==> src/rtl/ram_alias_pkg.sv <==
package ram_alias_pkg;
  localparam int unsigned AW       = 32;
  localparam int unsigned SZW      = 12;
  localparam int unsigned MB_SHIFT = 20;
  localparam int unsigned NWIN     = 3;
  localparam int unsigned WIN_HIGH = 0;
  localparam int unsigned WIN_LOW  = 1;
  localparam int unsigned WIN_POST = 2;
  typedef logic [AW-1:0] addr_t;
endpackage

==> src/rtl/ram_alias_len.sv <==
module ram_alias_len
  import ram_alias_pkg::*;
#(
  parameter int unsigned MAX_MB   = 2048,
  parameter int unsigned LOW_MB   = 256,
  parameter int unsigned SPLIT_MB = 512
) (
  input  logic [SZW-1:0] ram_mb,
  output logic           cfg_err,
  output addr_t          len_high,
  output addr_t          len_low,
  output addr_t          len_post
);
  localparam logic [SZW-1:0] MAX_V   = SZW'(MAX_MB);
  localparam logic [SZW-1:0] LOW_V   = SZW'(LOW_MB);
  localparam logic [SZW-1:0] SPLIT_V = SZW'(SPLIT_MB);

  logic [SZW-1:0] low_mb;
  logic [SZW-1:0] post_mb;

  always_comb begin
    cfg_err = (ram_mb > MAX_V);
    low_mb  = (ram_mb < LOW_V) ? ram_mb : LOW_V;
    post_mb = (ram_mb > SPLIT_V) ? (ram_mb - SPLIT_V) : '0;
    if (cfg_err) begin
      len_high = '0;
      len_low  = '0;
      len_post = '0;
    end else begin
      len_high = addr_t'(ram_mb)  << MB_SHIFT;
      len_low  = addr_t'(low_mb)  << MB_SHIFT;
      len_post = addr_t'(post_mb) << MB_SHIFT;
    end
  end
endmodule

==> src/rtl/ram_alias_window.sv <==
module ram_alias_window
  import ram_alias_pkg::*;
#(
  parameter logic [31:0] BASE     = 32'h0,
  parameter logic [31:0] OFF_BASE = 32'h0
) (
  input  addr_t addr,
  input  addr_t len,
  output logic  hit,
  output addr_t off
);
  addr_t rel;

  always_comb begin
    rel = addr - addr_t'(BASE);
    hit = (addr >= addr_t'(BASE)) && (rel < len);
    off = rel + addr_t'(OFF_BASE);
  end
endmodule

==> src/rtl/ram_alias_decoder.sv <==
module ram_alias_decoder
  import ram_alias_pkg::*;
#(
  parameter int unsigned MAX_MB     = 2048,
  parameter int unsigned LOW_MB     = 256,
  parameter int unsigned SPLIT_MB   = 512,
  parameter logic [31:0] HIGH_BASE  = 32'h8000_0000,
  parameter logic [31:0] HOLE_START = 32'h1000_0000,
  parameter logic [31:0] HOLE_END   = 32'h2000_0000,
  parameter logic [31:0] EMPTY_TOP  = 32'h2000_0000
) (
  input  logic [31:0] addr,
  input  logic [11:0] ram_mb,
  output logic        ram_hit,
  output logic [2:0]  ram_win,
  output logic [31:0] ram_off,
  output logic        io_hole,
  output logic        empty_hit,
  output logic        cfg_err
);
  localparam logic [31:0] SPLIT_BASE = 32'(SPLIT_MB) << MB_SHIFT;

  addr_t len_v [NWIN];
  addr_t off_v [NWIN];
  logic  hit_v [NWIN];

  ram_alias_len #(
    .MAX_MB  (MAX_MB),
    .LOW_MB  (LOW_MB),
    .SPLIT_MB(SPLIT_MB)
  ) u_len (
    .ram_mb  (ram_mb),
    .cfg_err (cfg_err),
    .len_high(len_v[WIN_HIGH]),
    .len_low (len_v[WIN_LOW]),
    .len_post(len_v[WIN_POST])
  );

  for (genvar gi = 0; gi < NWIN; gi++) begin : g_win
    localparam logic [31:0] W_BASE = (gi == WIN_HIGH) ? HIGH_BASE  :
                                     (gi == WIN_POST) ? SPLIT_BASE : 32'h0;
    localparam logic [31:0] W_OFF  = (gi == WIN_POST) ? SPLIT_BASE : 32'h0;
    ram_alias_window #(
      .BASE    (W_BASE),
      .OFF_BASE(W_OFF)
    ) u_win (
      .addr(addr),
      .len (len_v[gi]),
      .hit (hit_v[gi]),
      .off (off_v[gi])
    );
  end

  logic in_hole;
  logic [2:0] win_sel;
  addr_t off_sel;

  // Fixed priority: high window, then low alias, then post-hole alias.
  always_comb begin
    in_hole = (addr >= addr_t'(HOLE_START)) && (addr < addr_t'(HOLE_END));
    win_sel = '0;
    off_sel = '0;
    if (!in_hole) begin
      for (int i = 0; i < NWIN; i++) begin
        if (hit_v[i] && (win_sel == '0)) begin
          win_sel[i] = 1'b1;
          off_sel    = off_v[i];
        end
      end
    end
  end

  always_comb begin
    ram_win   = win_sel;
    ram_hit   = |win_sel;
    ram_off   = off_sel;
    io_hole   = in_hole;
    empty_hit = (addr < addr_t'(EMPTY_TOP)) && !in_hole && !(|win_sel);
  end
endmodule


==> config.mk <==
export PLATFORM = sky130hd
export DESIGN_NAME = ram_alias_decoder
export DESIGN_NICKNAME = d
export VERILOG_FILES = /design/src/rtl/ram_alias_pkg.sv /design/src/rtl/ram_alias_len.sv /design/src/rtl/ram_alias_window.sv /design/src/rtl/ram_alias_decoder.sv
export SDC_FILE = /design/constraint.sdc
export NUM_CORES = 1
export LEC_CHECK = 0
export ABC_AREA = 1
export BUFFER_PORTS_ARGS = -buffer_cell sky130_fd_sc_hd__buf_4
export CAP_MARGIN = 30
export CELL_PAD_IN_SITES_DETAIL_PLACEMENT = 0
export CELL_PAD_IN_SITES_GLOBAL_PLACEMENT = 1
export CORE_AREA = 5 5 119 121
export DETAILED_ROUTE_END_ITERATION = 16
export DIE_AREA = 0 0 124 126
export GPL_ROUTABILITY_DRIVEN = 0
export PLACE_DENSITY_LB_ADDON = 0.1
export SYNTH_ARGS = -nofsm -noshare
export SYNTH_HDL_FRONTEND = slang
export SYNTH_HIERARCHICAL = 1
export SYNTH_SLANG_ARGS = --single-unit
==> constraint.sdc <==
create_clock -name vclk -period 2.9
set_input_delay 0 -clock vclk [all_inputs]
set_output_delay 0 -clock vclk [all_outputs]
set_load 0.05 [all_outputs]
# ---- After elaboration in Yosys (flattened, before gate mapping)
# Index checks and enable logic that the tools add are counted.
dict set report word_totals {
  reg_bits 0
  latchBits 0
  ram_bits 0
  romBits 0
  output_inout_bits 39
  elab_cells 43
  memories 0
}
dict set report classes {
  n_addsub 4
  mul 0
  n_div 0
  n_lt_le_gt_ge 11
  n_eq_ne 0
  shifts 0
  n_mux 15
  n_bitwise 1
  n_reduce_logical 12
}
# op count
set ops {}
lappend ops {{$mux 32} 7}
lappend ops {{$lt 32x32->1} 3}
lappend ops {{$add 32x30->32 const B} 1}
lappend ops {{$ge 32x1->1 const B} 1}
lappend ops {{$ge 32x29->1 const B} 1}
lappend ops {{$ge 32x30->1 const B} 1}
lappend ops {{$ge 32x32->1 const B} 1}
lappend ops {{$lt 32x30->1 const B} 1}
lappend ops {{$sub 32x30->32 const B} 1}
lappend ops {{$sub 32x32->32 const B} 1}
lappend ops {{$mux 12} 2}
lappend ops {{$gt 12x10->1 const B} 1}
lappend ops {{$gt 12x12->1 const B} 1}
lappend ops {{$lt 12x9->1 const B} 1}
lappend ops {{$sub 12x10->12 const B} 1}
lappend ops {{$logic_and 1x1->1} 8}
lappend ops {{$mux 1} 5}
lappend ops {{$mux 3} 1}
lappend ops {{$reduce_or 3->1} 1}
lappend ops {{$logic_not 1->1} 2}
lappend ops {{$logic_not 2->1} 1}
lappend ops {{$not 1->1} 1}

# ---- Longest topological paths before layout
dict set report logic_depth {
  depth_word 17
  mapped_depth 24
}

# ---- Modules after synthesis
# The synthesis kept the hierarchy.
# module n_inst cells_each area_per_inst_um2
set modules_own_cells {}
lappend modules_own_cells {{ram_alias_window at g_win[2].u_win} 1 171 1118.6}
lappend modules_own_cells {{ram_alias_window at g_win[0].u_win} 1 167 1074.8}
lappend modules_own_cells {{ram_alias_window at g_win[1].u_win} 1 162 1056.0}
lappend modules_own_cells {ram_alias_decoder 1 246 1032.2}
lappend modules_own_cells {ram_alias_len 1 152 949.7}

# ---- Worst setup path before layout
# Ideal clock, no wire load.
dict set report synth_path {
  path_kind {input port to output port}
  start {input port ram_mb[6]}
  end {output port ram_win[1]}
  arrival_ns 2.950
  required_ns 2.900
  slack_ns -0.050
  path_stages 16
  path_buffers 3
  path_cell_list {nor2_1 > nand2_1 > nor2_2 > a21oi_4 > buf_6 > nor2_1 > inv_1 > ha_1 > nand2_2 > nor2_4 > nand2_2 > nor4b_2 > a21oi_1 > buf_6 > buf_2 > nor3_1}
}
# item line
set synth_rtl {}
lappend synth_rtl {{start, declared} ram_alias_decoder.sv:13} ;# input logic [11:0] ram_mb,
lappend synth_rtl {{end, declared} ram_alias_decoder.sv:15} ;# output logic [2:0] ram_win,

==> flow_summary.ini <==
[final_layout]
final_cells = 1092
drive_above_1_share = 0.235
synthToLayoutAreaGrowth_pct = 9.45
nNetsFinal = 1059
ff_latch_area_um2 = 0
nClkBuffers = 0
flops_and_latches = 0
antennaDiodeCount = 0
final_area_mm2 = 0.00573

[synthesis]
synth.area.mux_share = 0
syn_area_mm2 = 0.00523
synthAdderAreaFrac = 0.232
netlist.area_leader.share = 0.232
syn_inst = 898
post_synth.cell_area_avg_um2 = 5.83
ys_warn_count = 6
synth_simple_gate_area_frac = 0.326
synth.distinct_cells = 33
synth_compound_area_frac = 0.0651
yosysSeqAreaShare = 0
ys_top_cells_by_area = ha_1 23%, buf_4 23%, nand2_1 16%
yosysMostFrequentCell = nand2_1
synth_top_family_by_area = buffers and inverters
yosysTopAreaCell = ha_1
synth_xor_area_frac = 0.00670
synth_common_cells = 223 x nand2_1, 158 x buf_4, 152 x inv_1

[critical_path]
crit_path_end = ram_off[22]
cpMostUsedCell = nor2_1
critPathArrivalTime_ps = 2750
criticalPathCategory = in2out
start_kind = primary input
cp.required_ps = 2900
crit_chain = buf_4 -> inv_4 -> nand2_4 -> inv_2 -> nand2_4 -> nor2_4 -> clkinv_4 -> nor2_4 -> inv_1 -> ha_4 -> a21oi_2 -> o21a_1 -> nor2_1 -> nor2_1 -> nand2_1 -> a21oi_2 -> inv_2 -> nor2_8 -> clkbuf_16 -> nand2_1 -> nand2_1 -> nor2_1 -> nor2_1 -> buf_6
crit_start = ram_mb[10]
path_depth = 24
cp_top_family = simple AND/OR/NAND/NOR gates
worstPathMaxFanout = 8
end_kind = primary output
crit_buf_inv = 8
slowest_delay_ps = 240
crit_path_top_delay_cell = nor2_8

[sta]
drv_slew = 0
rsz0062_at_grt = true
setup_viol = 0
setup_ws_ps = 153
hold_violations = 0
slew_headroom = 0.386
fmax_mhz = 364
post-route-period-util = 0.947
worst_slew_pin_slew_ps = 920
hold_ws_ps = 411
finalCriticalPeriod_ps = 2750

[floorplan]
die_area_mm2 = 0.0156
start_util = 0.403
fp.dieW_um = 124
io_pins = 83
die_y_um = 126
core.rowCount = 42
core_area_mm2 = 0.0130

[placement]
io_buffers = 83
place_inst = 1072
placed_area_mm2 = 0.00521
place_ws_ps = -168
hpwl_mm = 10.1

[global_routing]
grt_start_max_net_pins = 25
antenna_found_initial = 0
grt_pass1_wl_mm = 20.1
grt_usage = 0.154
grt-ovfl-total = 0
grt_pass1_vias = 4297

[detailed_routing]
first_iter_violations = 171
vias = 4574
dr.pass1.iters = 4
via_per_inst = 4.19
drc = 0
antenna_left = 0
wl_per_cell_um = 11.6
wl_mm = 12.7

[job]
drv_cap = 0

[power]
ir_drop_v = 0.000137
power_density_mw_per_mm2 = 228
power_leakage_nw = 3.16

[run_status]
status = finished, final reports clean

[worst_hold_path]
hold_path.class = in2out

[cts]
hold_buffers = 0
-- cells in the final DEF, fill, tap and decap left out, types with 4 or more instances in the layout --
master,Yosys,layout
nor2_4,2,11
nor3_2,4,5
o21ai_0,10,10
conb_1,1,63
a21oi_1,42,37
nand3_1,18,18
nand2_2,7,9
xor2_1,4,4
nand2_1,223,219
inv_1,152,147
nor3_1,5,4
ha_1,97,92
a21oi_2,3,8
inv_2,7,7
buf_6,10,18
nor2_2,21,27
ha_4,0,5
buf_4,158,101
nor2_1,111,96
-- final cells by class --
cell class,instances,area [um2]
Multi-Input combinational cell,630,3790
Timing Repair inverter,1,8.76
Timing Repair Buffer,125,1090
Inverter,160,618
Fill cell,1441,7250
Tap cell,176,220
-- cell families after synthesis --
family          Yosys count
fa+ha+maj                97
compound gates           62
buf+inv                 333
xor+xnor                  4
other cells               1
simple gates            401
-- metal layers --
layer	vias up	global-route usage	routed length (um)
li1	2552	-	-
met1	1959	0.206	6000
met2	63	0.285	6390
met3	0	0.00314	299
met4	0	0.00838	0
met5	-	0	0
-- power breakdown --
part           switching (mW)  internal (mW)
clock network               0              0
logic                   0.824          0.483
registers                   0              0
-- worst min-delay path, stage by stage --
cell and delay (ps):
buf_4 120, nand2_1 60, nand2_1 70, buf_6 160
-- stage by stage --
stage               setup TNS (ps)   util  power, mW
floorplan                        0      -      0.969
global placement              -934  0.402       1.18
detailed placement           -2690  0.402       1.19
CTS                              0  0.403       1.20
global route                  -896  0.441       1.45
finish                           0  0.441       1.31
-- how the worst min path moves through the flow --
stage,from,to,slack [ps],cells after the start
2_1_floorplan,addr[30],empty_hit,210,3
3_3_place_gp,addr[16],ram_off[16],420,4
3_5_place_dp,addr[16],ram_off[16],420,4
4_1_cts,addr[16],ram_off[16],420,4
5_1_grt,addr[16],ram_off[16],450,4
6_report,addr[14],ram_off[14],410,4
-- what timing repair did --
item,4_1_cts,5_1_grt
resized for setup,1,77
setup buffers,0,13
endpoints found under the setup margin,33,35
cloned,1,6
pin swaps,1,23
(Power assumes the default switching activity.)
